File: src/rtl/addsub_pkg.sv
`timescale 1ns/1ps
package addsub_pkg;

    // Default datapath width.
    parameter int unsigned DW = 4;

    // Operation selected for the accumulator on a given cycle.
    typedef enum logic [1:0] {
        ACT_HOLD = 2'd0,
        ACT_LOAD = 2'd1,
        ACT_INC  = 2'd2
    } acc_act_e;

endpackage

File: src/rtl/addsub_operand_xor.sv
`timescale 1ns/1ps
module addsub_operand_xor #(
    parameter int unsigned W = addsub_pkg::DW
) (
    input  logic [W-1:0] b_raw,
    input  logic         invert,
    output logic [W-1:0] b_cond
);

    // One XOR gate per bit: pass-through when invert = 0, complement when 1.
    for (genvar gi = 0; gi < W; gi++) begin : g_xor
        assign b_cond[gi] = b_raw[gi] ^ invert;
    end

endmodule

File: src/rtl/addsub_full_adder.sv
`timescale 1ns/1ps
module addsub_full_adder (
    input  logic a,
    input  logic b,
    input  logic ci,
    output logic s,
    output logic co
);

    logic p;

    always_comb begin
        p  = a ^ b;
        s  = p ^ ci;
        co = (a & b) | (p & ci);
    end

endmodule

File: src/rtl/addsub_ripple.sv
`timescale 1ns/1ps
module addsub_ripple #(
    parameter int unsigned W = addsub_pkg::DW
) (
    input  logic [W-1:0] a,
    input  logic [W-1:0] b,
    input  logic         cin,
    output logic [W-1:0] sum,
    output logic         cout
);

    localparam int unsigned NC = W + 1;

    logic [NC-1:0] chain;

    assign chain[0] = cin;

    // Each stage's carry-out feeds the next stage's carry-in.
    for (genvar gi = 0; gi < W; gi++) begin : g_stage
        addsub_full_adder u_fa (
            .a  (a[gi]),
            .b  (b[gi]),
            .ci (chain[gi]),
            .s  (sum[gi]),
            .co (chain[gi+1])
        );
    end

    assign cout = chain[NC-1];

endmodule

File: src/rtl/addsub_breg.sv
`timescale 1ns/1ps
module addsub_breg #(
    parameter int unsigned W = addsub_pkg::DW
) (
    input  logic         clk,
    input  logic         rst,
    input  logic         ld,
    input  logic [W-1:0] din,
    output logic [W-1:0] q
);

    typedef struct packed {
        logic [W-1:0] val;
    } breg_t;

    breg_t st_d, st_q;

    always_comb begin
        st_d = st_q;
        if (rst) begin
            st_d.val = '0;
        end else if (ld) begin
            st_d.val = din;
        end
    end

    always_ff @(posedge clk) begin
        st_q <= st_d;
    end

    assign q = st_q.val;

    a_r8_b_load : assert property (@(posedge clk) disable iff (rst)
        ld |=> (q == $past(din)));

    a_r8_b_hold : assert property (@(posedge clk) disable iff (rst)
        !ld |=> $stable(q));

    a_r1_b_reset : assert property (@(posedge clk)
        rst |=> (q == '0));

endmodule

File: src/rtl/addsub_counter.sv
`timescale 1ns/1ps
module addsub_counter #(
    parameter int unsigned W = addsub_pkg::DW
) (
    input  logic         clk,
    input  logic         rst,
    input  logic         ld,
    input  logic         inc,
    input  logic [W-1:0] din,
    output logic [W-1:0] q
);

    import addsub_pkg::*;

    localparam logic [W-1:0] ONE = W'(1);

    typedef struct packed {
        logic [W-1:0] val;
    } cnt_t;

    cnt_t     st_d, st_q;
    acc_act_e act;

    // Load outranks increment; neither means hold.
    always_comb begin
        if (ld) begin
            act = ACT_LOAD;
        end else if (inc) begin
            act = ACT_INC;
        end else begin
            act = ACT_HOLD;
        end
    end

    always_comb begin
        st_d = st_q;
        if (rst) begin
            st_d.val = '0;
        end else begin
            unique case (act)
                ACT_LOAD: st_d.val = din;
                ACT_INC:  st_d.val = st_q.val + ONE;
                default:  st_d.val = st_q.val;
            endcase
        end
    end

    always_ff @(posedge clk) begin
        st_q <= st_d;
    end

    assign q = st_q.val;

    a_r6_load_wins : assert property (@(posedge clk) disable iff (rst)
        ld |=> (q == $past(din)));

    a_r5_increment : assert property (@(posedge clk) disable iff (rst)
        (!ld && inc) |=> (q == W'($past(q) + ONE)));

    a_r7_hold : assert property (@(posedge clk) disable iff (rst)
        (!ld && !inc) |=> $stable(q));

    a_r1_acc_reset : assert property (@(posedge clk)
        rst |=> (q == '0));

endmodule

File: src/rtl/addsub_accum.sv
`timescale 1ns/1ps
module addsub_accum #(
    parameter int unsigned W = addsub_pkg::DW
) (
    input  logic         clk,
    input  logic         rst,
    input  logic         mode_sub,
    input  logic         ld_acc,
    input  logic         inc_acc,
    input  logic         ld_b,
    input  logic [W-1:0] b_in,
    output logic [W-1:0] acc_q,
    output logic         carry_out
);

    logic [W-1:0] b_q;
    logic [W-1:0] b_cond;
    logic [W-1:0] sum;

    addsub_breg #(.W(W)) u_breg (
        .clk (clk),
        .rst (rst),
        .ld  (ld_b),
        .din (b_in),
        .q   (b_q)
    );

    addsub_operand_xor #(.W(W)) u_xor (
        .b_raw  (b_q),
        .invert (mode_sub),
        .b_cond (b_cond)
    );

    // The mode bit doubles as carry-in: D + ~B + 1 when subtracting.
    addsub_ripple #(.W(W)) u_add (
        .a    (acc_q),
        .b    (b_cond),
        .cin  (mode_sub),
        .sum  (sum),
        .cout (carry_out)
    );

    addsub_counter #(.W(W)) u_cnt (
        .clk (clk),
        .rst (rst),
        .ld  (ld_acc),
        .inc (inc_acc),
        .din (sum),
        .q   (acc_q)
    );

    a_r2_add_result : assert property (@(posedge clk) disable iff (rst)
        !mode_sub |-> ({carry_out, sum} == ({1'b0, acc_q} + {1'b0, b_q})));

    a_r3_sub_result : assert property (@(posedge clk) disable iff (rst)
        mode_sub |-> (sum == W'(acc_q - b_q)));

    a_r4_no_borrow : assert property (@(posedge clk) disable iff (rst)
        mode_sub |-> (carry_out == (acc_q >= b_q)));

endmodule

File: config.mk
export PLATFORM = sky130hd
export DESIGN_NAME = addsub_accum
export DESIGN_NICKNAME = d
export VERILOG_FILES = /design/src/rtl/addsub_pkg.sv /design/src/rtl/addsub_operand_xor.sv /design/src/rtl/addsub_full_adder.sv /design/src/rtl/addsub_ripple.sv /design/src/rtl/addsub_breg.sv /design/src/rtl/addsub_counter.sv /design/src/rtl/addsub_accum.sv
export SDC_FILE = /design/constraint.sdc
export NUM_CORES = 1
export LEC_CHECK = 0
export ABC_AREA = 1
export BUFFER_PORTS_ARGS = -buffer_cell sky130_fd_sc_hd__buf_4
export CORE_AREA = 3 3 40 42
export CTS_CLUSTER_DIAMETER = 40
export DETAILED_ROUTE_END_ITERATION = 16
export DIE_AREA = 0 0 43 45
export GPL_TIMING_DRIVEN = 1
export HOLD_SLACK_MARGIN = 0.03
export SETUP_SLACK_MARGIN = 0.5
export SLEW_MARGIN = 25
export SYNTH_ARGS = -nofsm -noshare
export SYNTH_HDL_FRONTEND = slang
export SYNTH_SLANG_ARGS = --single-unit
File: constraint.sdc
create_clock -name clk -period 2.7 [get_ports clk]
set_input_delay 0.135 -clock clk [delete_from_list [all_inputs] [get_ports clk]]
set_output_delay 0.135 -clock clk [all_outputs]
set_load 0.03 [all_outputs]
==> results of run 1 <==
==> layer usage <==
layer / share of wire [%] / routed length (um) / vias up
li1: - / - / 233
met5: 0 / 0 / -
met2: 45 / 425 / 17
met4: 2.3 / 22 / 0
met3: 9.7 / 93 / 3
met1: 43 / 414 / 192
==> cell type report <==
| class | count | area share (%) |
|---|---|---|
| multi-input combinational | 44 | 43.96 |
| sequential | 8 | 25.74 |
| timing repair buffer | 15 | 17.82 |
| inverter | 10 | 5.941 |
| clock buffer | 3 | 3.564 |
| tap | 15 | 2.970 |
==> registers in the layout (all words and copies together) (netlist names) <==
signal and flops:
u_cnt.q 4, u_breg.q 4
==> worst max-delay path, cell delays in order (launching register included) <==
cell and delay (ns):
dfxtp_2 0.32, inv_1 0.05, nand2_1 0.05, o21ai_1 0.08, fa_2 0.35, fa_2 0.34, inv_1 0.07, fa_1 0.40
nand2_1 0.07, a21boi_2 0.14, a21oi_1 0.07
==> through the flow <==
stage	utilization, %	total power [uW]	hold slack, ns
finish	49.17	386.4	0.04982
global route	49.17	415.2	0.05814
CTS	48.69	387.9	0.04278
detailed placement	45.96	286.6	0.3209
floorplan	-	252.3	0.2041
global placement	45.96	284.4	0.3189
==> worst max-delay path by stage <==
stage	slack [ns]	endpoint	start	cells after the start
4_1_cts	0.50	u_cnt.q[3]$_SDFFE_PP0P_	u_cnt.q[0]$_SDFFE_PP0P_	10
6_report	0.65	u_cnt.q[3]$_SDFFE_PP0P_	u_cnt.q[0]$_SDFFE_PP0P_	10
2_1_floorplan	0.53	u_cnt.q[3]$_SDFFE_PP0P_	u_cnt.q[0]$_SDFFE_PP0P_	10
5_1_grt	0.54	u_cnt.q[3]$_SDFFE_PP0P_	u_cnt.q[0]$_SDFFE_PP0P_	10
3_5_place_dp	0.36	u_cnt.q[3]$_SDFFE_PP0P_	u_cnt.q[0]$_SDFFE_PP0P_	10
3_3_place_gp	0.43	u_cnt.q[3]$_SDFFE_PP0P_	u_cnt.q[0]$_SDFFE_PP0P_	10
==> placed cells by master (no fill, tap or decap) <==
cell      netlist  routed
xnor2_1         2       2
fa_1            3       1
o211ai_1        1       1
nand3_1         2       2
inv_1          10      10
clkbuf_4        0       3
o21ai_1         0       1
o21ai_0         5       4
nor2_2          1       1
xor2_1          2       2
dfxtp_2         0       2
a21oi_1         4       4
dfxtp_1         8       6
nand2_1         9       9
buf_4           4      15
a21boi_2        0       1
nor2_1         12      12
fa_2            0       2
nand4_1         1       1
ha_1            1       1
==> what timing repair did <==
| action | CTS | global route |
|---|---|---|
| hold buffers | 0 | 0 |
| gates resized for setup | 3 | 4 |
| setup buffers | 1 | 0 |
| pin swaps | 0 | 0 |
| setup endpoints to repair | 2 | 1 |
==> report_power, final <==
| part | leakage (uW) | internal [uW] | switching (uW) |
|---|---|---|---|
| Combinational | 0.000233 | 63.1 | 76.1 |
| Clock | 0.0000138 | 51.2 | 45.2 |
| Sequential | 0.0000670 | 133 | 17.8 |
| Total | 0.000314 | 247 | 139 |
==> synth_stat cells <==
cell type   n  area share [%]
a21boi_0    1             1.5
a21oi_1     4             4.0
buf_4       4             6.0
dfxtp_1     8              32
fa_1        3              12
ha_1        1             2.5
inv_1      10             7.6
nand2_1     9             6.8
nand3_1     2             2.0
nand4_1     1             1.3
nor2_1     12             9.1
nor2_2      1             1.3
o211ai_1    1             1.5
o21ai_0     5             5.0
xnor2_1     2             3.5
xor2_1      2             3.5
==> cell families after synthesis <==
group	after synthesis	synth area share (%)
AND/OR/NAND/NOR	25	20.40
buffers and inverters	14	13.60
AO/OA/AOI/OAI	11	12.09
flip-flops	8	32.24
adder cells (fa/ha/maj)	4	14.61
XOR/XNOR	4	7.054
==> run summary, run 1 <==
Worst hold endpoint = u_cnt.q[3]$_SDFFE_PP0P_
Mapped Nets = 80
Worst vdd ir = 0.2666 mV
Worst reg2reg path startpoint = u_cnt.q[0]$_SDFFE_PP0P_
WP data required = 2.85 ns
Fin cells = 95
CP Launch Type = flip-flop
Detailed Routing Iterations Pass 1 = 3
Busiest metal layer after global routing = met2
WHS Path Cells = 2
Total number of vias = 445
CTS Root Cell = clkbuf_4
Gate Count Post-Synth = 66
Area of the core = 1285 sq um
Multi-input gate area = 277.8 sq um
WP data arrival = 2.20 ns
GRT met1 Usage = 14.43%
R2R cell count = 10
Vias in the first global route = 426
Initial antenna violation count = 0
WS Path Type = reg2reg
Number of max-slew violations in the final report = 0
Syn Area/Cell = 7.526 sq um
YS warnings = 0
Hold Path Origin = rst
Starting density of the core = 38.66%
Layout cells sized above 1 = 30.00%
Post-Place Worst Slack = 0.3555 ns
DP HPWL = 754.3 um
Slew HR = 83.45%
CP Capture Type = flip-flop
Worst-path maximum fanout = 3
Hold Path Class = in2reg
Worst-Skew Late Latency = 0.26 ns
P_leak = 0.0003140 uW
Die height = 45 um
Final Wtd Congestion = 0.7363
Largest net degree at the start of global routing = 7
# port buffers = 14
R2R Path End = u_cnt.q[3]$_SDFFE_PP0P_
Setup Viol. Count Final = 0
Via/cell ratio = 4.684
Total Nets Final = 96
Sum Neg Setup Slack = 0 ns
Num CTS Buffers = 3
Total track usage = 11.80%
Number of fillers in the final layout = 143
Antenna Diode Count = 0
Clock Skews = 0.002632 ns
Finished Cell Area = 631.9 sq um
I/O pin total = 15
Die area = 1935 sq um
Register area = 162.7 sq um
R2R Setup Slk = 0.65 ns
Post-synthesis cell type count = 16
Clock buffer depth = 2
H-tree depth = 1
TritonCTS clock tree = done
Seq/Total Area, Yosys = 32.24%
Rows = 13
Die X-Extent = 43 um
Iteration-0 DRC Markers = 5
Post-Place Cell Area = 590.6 sq um
First-pass GRT wire length = 1.731 mm
Post-route DRC = 0
Slew @ Worst Pin = 0.2474 ns
Inst Count DP = 91
Detail Route Antenna Nets = 0
Global routing usage on met3 = 3.187%
Grt total ovfl = 0
Final Hold Fails = 0
Max_cap viols = 0
P&R area growth vs syn = 27.20%
Final period util = 75.78%
Worst setup margin = 0.6539 ns
Fin crit period = 2.046 ns
Clock transition at path regs = 0.06 ns
Maximum clock frequency = 488.7 MHz
Clk sink count = 8
Mapped cell area = 496.7 sq um
PD cells = 611.6 nW/um^2
#FFs+latches synth = 8
Met2 usage = 19.46%
WL/cell = 10.05 um
Routed wire length = 955 um
Unrepaired setup endpoints after global routing = no
Status = completed
Power figures use the tool's default switching activity.
==> run 2, diff against run 1 <==
==> constraint.sdc (replaced) <==
create_clock -name clk -period 2 [get_ports clk]
set_input_delay 0.1 -clock clk [delete_from_list [all_inputs] [get_ports clk]]
set_output_delay 0.1 -clock clk [all_outputs]
set_load 0.03 [all_outputs]
==> run 2 against run 1 <==
Net effect:
- the flow now finishes with violations (setup timing)
- first-iteration DRC count fell by 60%
- sequential share of layout area down 1.8 points
- worst setup slack got worse by 0.72 ns
- register-to-register slack worse by 0.72 ns
- largest cell class unchanged
==> run summary, run 2 (synthesis gave the netlist of run 1 again) <==
Status = finished with violations (was completed)
Failing checks = setup timing
Number of max-slew violations in the final report = 0 (unchanged)
Die height = 45 um (unchanged)
Wl on met1 = 393 um (was 414 um)
CP Launch Type = flip-flop (unchanged)
Commonest non-fill, non-tap cell in the layout = buf_4 (unchanged)
CTS Root Cell = clkbuf_4 (unchanged)
Inst Count DP = 94 (was 91)
WP data required = 2.14 ns (was 2.85 ns)
Clock Skews = 0.001199 ns (was 0.002632 ns)
Worst vdd ir = 0.3108 mV (was 0.2666 mV)
Slew HR = 83.90% (was 83.45%)
Critical path's top delay family = adder cells (unchanged)
Worst-path maximum fanout = 2 (was 3)
Slew @ Worst Pin = 0.2412 ns (was 0.2474 ns)
# port buffers = 14 (unchanged)
P_leak = 0.0003372 uW (was 0.0003140 uW)
Critical-path top delay cell = fa_2 (was fa_1)
CP Capture Type = flip-flop (unchanged)
Final period util = 103.4% (was 75.78%)
DP HPWL = 759 um (was 754.3 um)
Layout cells sized above 1 = 40.48% (was 30.00%)
Buf/Inv on CP = 1 (was 2)
Starting density of the core = 38.66% (unchanged)
Setup Viol. Count Final = 1 (was 0)
Worst path cell trace = xnor2_2 -> fa_2 -> fa_2 -> inv_2 -> fa_2 -> nand2_1 -> a21boi_2 -> a21oi_1 (was inv_1 -> nand2_1 -> o21ai_1 -> fa_2 -> fa_2 -> inv_1 -> fa_1 -> nand2_1 -> a21boi_2 -> a21oi_1)
Tot Pwr = 533.3 uW (was 386.4 uW)
Clock buffer depth = 2 (unchanged)
Total track usage = 10.98% (was 11.80%)
WP data arrival = 2.21 ns (was 2.20 ns)
Via/cell ratio = 4.465 (was 4.684)
P&R area growth vs syn = 38.04% (was 27.20%)
Routed wire length = 938 um (was 955 um)
Worst-Skew Late Latency = 0.25 ns (was 0.26 ns)
WS Path Type = reg2reg (unchanged)
TritonCTS clock tree = done (unchanged)
Area of the core = 1285 sq um (unchanged)
Vias in the first global route = 413 (was 426)
I/O pin total = 15 (unchanged)
Max_cap viols = 0 (unchanged)
DR top layer = met4 (unchanged)
Initial antenna violation count = 0 (unchanged)
Grt total ovfl = 0 (unchanged)
Total Nets Final = 100 (was 96)
Antenna Diode Count = 0 (unchanged)
Total number of vias = 442 (was 445)
Num CTS Buffers = 3 (unchanged)
Fin crit period = 2.067 ns (was 2.046 ns)
Final Hold Fails = 0 (unchanged)
PD cells = 777.8 nW/um^2 (was 611.6 nW/um^2)
Final Wtd Congestion = 0.7080 (was 0.7363)
Post-route DRC = 0 (unchanged)
Worst setup margin = -0.06746 ns (was 0.6539 ns)
Hold Path Class = in2reg (unchanged)
Unrepaired setup endpoints after global routing = yes (was no)
H-tree depth = 1 (unchanged)
Largest net degree at the start of global routing = 7 (unchanged)
Fin cells = 99 (was 95)
CP dominant cell by count = fa_2
Clk sink count = 8 (unchanged)
Detail Route Antenna Nets = 0 (unchanged)
Detailed Routing Iterations Pass 1 = 4 (was 3)
Iteration-0 DRC Markers = 2 (was 5)
First-pass GRT wire length = 1.587 mm (was 1.731 mm)
Met3 WL post-DR = 65 um (was 93 um)
Clock transition at path regs = 0.05 ns (was 0.06 ns)
Die area = 1935 sq um (unchanged)
Most frequent cells in the layout = buf_4 (17), nor2_1 (12), inv_1 (8), nand2_1 (8), dfxtp_1 (5) (was buf_4 (15), nor2_1 (12), inv_1 (10))
Rows = 13 (unchanged)
WL/cell = 9.475 um (was 10.05 um)
Maximum clock frequency = 483.7 MHz (was 488.7 MHz)
Die X-Extent = 43 um (unchanged)
Met2 WL post-DR = 467 um (was 425 um)
Worst stage delay on the critical path = 0.41 ns (was 0.40 ns)
[run 2: report_power, final]
group | internal [uW] | switching [uW] | total [uW]
registers | 179 | 21.1 | 200
logic | 100 | 110 | 210
clock network | 68.6 | 54.1 | 123
[run 2: area by class of cell]
| cell class | count | area (sq um) |
|---|---|---|
| Tap cell | 15 | 18.77 |
| Inverter | 10 | 37.54 |
| Sequential cell | 8 | 163.9 |
| Fill cell | 133 | 599.3 |
| Clock buffer | 3 | 22.52 |
| Multi-Input combinational cell | 44 | 294.0 |
| Timing Repair Buffer | 19 | 148.9 |
[run 2: repair_timing]
item,4_1_cts,5_1_grt
endpoints found under the setup margin,3,3
hold endpoints to repair,2,0
gates cloned,0,0
hold buffers,1,0
resized for setup,4,2
buffers inserted,1,0
pin swaps,0,5
[run 2: layer usage]
| metal | up-vias | GRT usage [%] |
|---|---|---|
| met1 | 187 | 11.79 |
| met4 | 0 | 5.422 |
| met5 | - | 0 |
| met2 | 14 | 20.36 |
| met3 | 2 | 2.390 |
| li1 | 239 | - |
[run 2: final timing paths]
path / startpoint / endpoint / slack [ns] / cells after the start
min: b_in[1] / u_breg.q[1]$_SDFFE_PP0P_ / 0.07 / 3
max: u_breg.q[1]$_SDFFE_PP0P_ / u_cnt.q[3]$_SDFFE_PP0P_ / -0.07 / 8
max reg2reg: u_breg.q[1]$_SDFFE_PP0P_ / u_cnt.q[3]$_SDFFE_PP0P_ / -0.07 / 8
min reg2reg: u_breg.q[2]$_SDFFE_PP0P_ / u_breg.q[2]$_SDFFE_PP0P_ / 0.52 / 2
[run 2: stage by stage]
step	hold WS (ns)	setup slack [ns]	TNS [ns]	utilization (%)	area [sq um]
2_1_floorplan	0.1691	-0.02787	-0.02787	-	510.5
3_3_place_gp	0.2749	-0.03798	-0.03798	48.78	626.9
3_5_place_dp	0.2826	-0.04702	-0.04702	48.78	626.9
4_1_cts	0.06723	-0.05642	-0.05642	52.68	676.9
5_1_grt	0.07162	-0.1372	-0.1517	53.36	685.7
6_report	0.06825	-0.06746	-0.06746	53.36	685.7
[run 2: worst reg2reg max path, cell delays in order, from the launching register on]
cell	delay, ns
dfxtp_2	0.33
xnor2_2	0.14
fa_2	0.37
fa_2	0.39
inv_2	0.06
fa_2	0.41
nand2_1	0.06
a21boi_2	0.13
a21oi_1	0.06
==> run 3, diff against run 2 <==
--- a/config.mk
+++ b/config.mk
@@ -7,12 +7,15 @@
 export LEC_CHECK = 0
 export ABC_AREA = 1
 export BUFFER_PORTS_ARGS = -buffer_cell sky130_fd_sc_hd__buf_4
-export CORE_AREA = 3 3 40 42
+export CELL_PAD_IN_SITES_DETAIL_PLACEMENT = 0
+export CELL_PAD_IN_SITES_GLOBAL_PLACEMENT = 2
+export CORE_MARGIN = 3
+export CORE_UTILIZATION = 26
 export CTS_CLUSTER_DIAMETER = 40
 export DETAILED_ROUTE_END_ITERATION = 16
-export DIE_AREA = 0 0 43 45
 export GPL_TIMING_DRIVEN = 1
 export HOLD_SLACK_MARGIN = 0.03
+export PLACE_DENSITY_LB_ADDON = 0.1
 export SETUP_SLACK_MARGIN = 0.5
 export SLEW_MARGIN = 25
 export SYNTH_ARGS = -nofsm -noshare
==> run 3 against run 2 <==
Net effect:
- the run still ends with setup timing left
- die area is 28% higher
- first-iteration DRC count stayed put
- combinational power hardly changed
- register-to-register slack better by 0.05 ns
- largest power group unchanged
==> run summary, run 3 (synthesis gave the netlist of run 1 again) <==
Status = finished with violations (unchanged)
Failing checks = setup timing (unchanged)
CP dominant cell by count = fa_2 (unchanged)
Antenna Diode Count = 0 (unchanged)
Worst vdd ir = 0.2996 mV (was 0.3108 mV)
Tot Pwr = 539.3 uW (was 533.3 uW)
Slew HR = 84.06% (was 83.90%)
Finished Cell Area = 689.4 sq um (was 685.7 sq um)
Final Wtd Congestion = 0.6851 (was 0.7080)
Largest net degree at the start of global routing = 7 (unchanged)
Clock buffer depth = 2 (unchanged)
Met2 usage = 16.52% (was 20.36%)
Global routing usage on met3 = 1.813% (was 2.390%)
Total track usage = 9.975% (was 10.98%)
Num CTS Buffers = 3 (unchanged)
Starting density of the core = 28.16% (was 38.66%)
R2R cell count = 8 (unchanged)
Final Util = 39.08% (was 53.36%)
TritonCTS clock tree = done (unchanged)
Worst hold endpoint = u_breg.q[3]$_SDFFE_PP0P_ (was u_breg.q[1]$_SDFFE_PP0P_)
CP Launch Type = flip-flop (unchanged)
Worst stage delay on the critical path = 0.41 ns (about the same)
Worst-path maximum fanout = 2 (unchanged)
Max_cap viols = 0 (unchanged)
Clock transition at path regs = 0.06 ns (was 0.05 ns)
Clk sink count = 8 (unchanged)
WP data arrival = 2.17 ns (was 2.21 ns)
H-tree depth = 1 (unchanged)
Area of the core = 1764 sq um (was 1285 sq um)
Buf/Inv on CP = 1 (unchanged)
Worst path cell trace = xnor2_1 -> fa_2 -> fa_2 -> inv_2 -> fa_2 -> nand2_1 -> a21boi_2 -> a21oi_1 (was xnor2_2 -> fa_2 -> fa_2 -> inv_2 -> fa_2 -> nand2_1 -> a21boi_2 -> a21oi_1)
Number of max-slew violations in the final report = 0 (unchanged)
Busiest metal layer after global routing = met2 (unchanged)
Logic pwr share = 38.7% (was 39.4%)
Detail Route Antenna Nets = 0 (unchanged)
Grt total ovfl = 0 (unchanged)
Most frequent cells in the layout = buf_4 (17), nor2_1 (12), inv_1 (8), nand2_1 (8), dfxtp_1 (6) (was buf_4 (17), nor2_1 (12), inv_1 (8), nand2_1 (8), dfxtp_1 (5))
Setup Viol. Count Final = 1 (unchanged)
WHS Path Cells = 3 (unchanged)
Die X-Extent = 49.71 um (was 43 um)
WP data required = 2.15 ns (was 2.14 ns)
Die height = 49.71 um (was 45 um)
Clock power frac = 24.4% (was 23.0%)
Worst reg2reg path startpoint = u_breg.q[1]$_SDFFE_PP0P_ (unchanged)
CTS Root Cell = clkbuf_4 (unchanged)
# port buffers = 14 (unchanged)
Net Sw Power = 192.3 uW (was 184.8 uW)
R2R Setup Slk = -0.01 ns (was -0.07 ns)
P&R area growth vs syn = 38.79% (was 38.04%)
Clock Skews = 0.003740 ns (was 0.001199 ns)
Commonest non-fill, non-tap cell in the layout = buf_4 (unchanged)
WL/cell = 9.330 um (was 9.475 um)
P_leak = 0.0003313 uW (was 0.0003372 uW)
Critical path's top delay family = adder cells (unchanged)
Vias in the first global route = 441 (was 413)
Rows = 15 (was 13)
Unrepaired setup endpoints after global routing = yes (unchanged)
Hold Path Class = in2reg (unchanged)
Die area = 2471 sq um (was 1935 sq um)
Routed wire length = 1.017 mm (was 938 um)
Worst setup margin = -0.01310 ns (was -0.06746 ns)
Slew @ Worst Pin = 0.2388 ns (was 0.2412 ns)
Total Nets Final = 100 (unchanged)
Worst-Skew Late Latency = 0.26 ns (was 0.25 ns)
Via/cell ratio = 4.073 (was 4.465)
Hold Path Origin = b_in[3] (was b_in[1])
DP HPWL = 823.4 um (was 759 um)
WHS = 0.06088 ns (was 0.06825 ns)
R2R Path End = u_cnt.q[3]$_SDFFE_PP0P_ (unchanged)
Cell internal pwr = 347.1 uW (was 348.4 uW)
CP Capture Type = flip-flop (unchanged)
Total number of vias = 444 (was 442)
Detailed Routing Iterations Pass 1 = 4 (unchanged)
Post-Place Worst Slack = -0.05064 ns (was -0.04702 ns)
Critical-path top delay cell = fa_2 (unchanged)
Final period util = 100.7% (was 103.4%)
Fin crit period = 2.013 ns (was 2.067 ns)
GRT met1 Usage = 10.93% (was 11.79%)
Post-route DRC = 0 (unchanged)
Layout cells sized above 1 = 38.10% (was 40.48%)
Reg power frac = 36.9% (was 37.6%)
PD cells = 782.3 nW/um^2 (was 777.8 nW/um^2)
Iteration-0 DRC Markers = 2 (unchanged)
I/O pin total = 15 (unchanged)
First-pass GRT wire length = 1.814 mm (was 1.587 mm)
Maximum clock frequency = 496.7 MHz (was 483.7 MHz)
WS Path Type = reg2reg (unchanged)
Post-Place Cell Area = 631.9 sq um (was 626.9 sq um)
Initial antenna violation count = 0 (unchanged)
Final Hold Fails = 0 (unchanged)
Sw Ratio = 35.65% (was 34.66%)
[run 3: cell count changes in the layout (fill, tap and decap cells not counted)]
| cell | previous run | this run |
|---|---|---|
| dfxtp_1 | 5 | 6 |
| dfxtp_2 | 3 | 2 |
| xnor2_1 | 1 | 2 |
| xnor2_2 | 1 | 0 |
[run 3: area by class of cell]
cell class,count,area [sq um]
repair buffers,19,148.9
multi-input cells,44,286.5
flip-flops and latches,8,162.7
fillers,211,1075
well taps,25,31.28
inverters,10,37.54
clock buffers,3,22.52
[run 3: how the worst max path moves through the flow]
stage,startpoint,end,slack (ns),cells past startpoint
floorplan,u_cnt.q[0]$_SDFFE_PP0P_,u_cnt.q[3]$_SDFFE_PP0P_,-0.03,10
global placement,u_cnt.q[0]$_SDFFE_PP0P_,u_cnt.q[3]$_SDFFE_PP0P_,-0.05,10
detailed placement,u_cnt.q[0]$_SDFFE_PP0P_,u_cnt.q[3]$_SDFFE_PP0P_,-0.05,10
CTS,u_breg.q[1]$_SDFFE_PP0P_,u_cnt.q[3]$_SDFFE_PP0P_,-0.0008,8
global route,u_cnt.q[0]$_SDFFE_PP0P_,u_cnt.q[3]$_SDFFE_PP0P_,-0.1,10
finish,u_breg.q[1]$_SDFFE_PP0P_,u_cnt.q[3]$_SDFFE_PP0P_,-0.01,8
[run 3: what timing repair did]
item | CTS | global route
resized for setup | 1 | 3
hold endpoints to repair | 2 | 0
pin swaps | 2 | 1
cloned | 0 | 0
hold buffers | 1 | 0
endpoints found under the setup margin | 3 | 3
buffers inserted | 1 | 1
[run 3: metal layers]
layer | wire (um) | up-vias
met1 | 441 | 193
met2 | 508 | 10
met3 | 51 | 2
li1 | - | 239
met5 | 0 | -
met4 | 14 | 0
[run 3: power by group through the flow]
| stage | Clock [uW] | Sequential [uW] | Combinational (uW) |
|---|---|---|---|
| global placement | 0 | 203 | 199 |
| finish | 131 | 199 | 209 |
| detailed placement | 0 | 203 | 200 |
| floorplan | 0 | 202 | 148 |
| global route | 143 | 204 | 238 |
| CTS | 137 | 199 | 209 |
[run 3: tightest hold or removal path: stages]
cell	delay (ns)
buf_4	0.08
nor2_1	0.03
nor2_1	0.08
[run 3: per-stage QoR]
step	setup TNS, ns	cells
after floorplan	-0.02787	66
after global routing	-0.09928	109
after CTS	-0.0007980	108
final	-0.01310	109
after global placement	-0.05166	103
after detailed placement	-0.05064	103
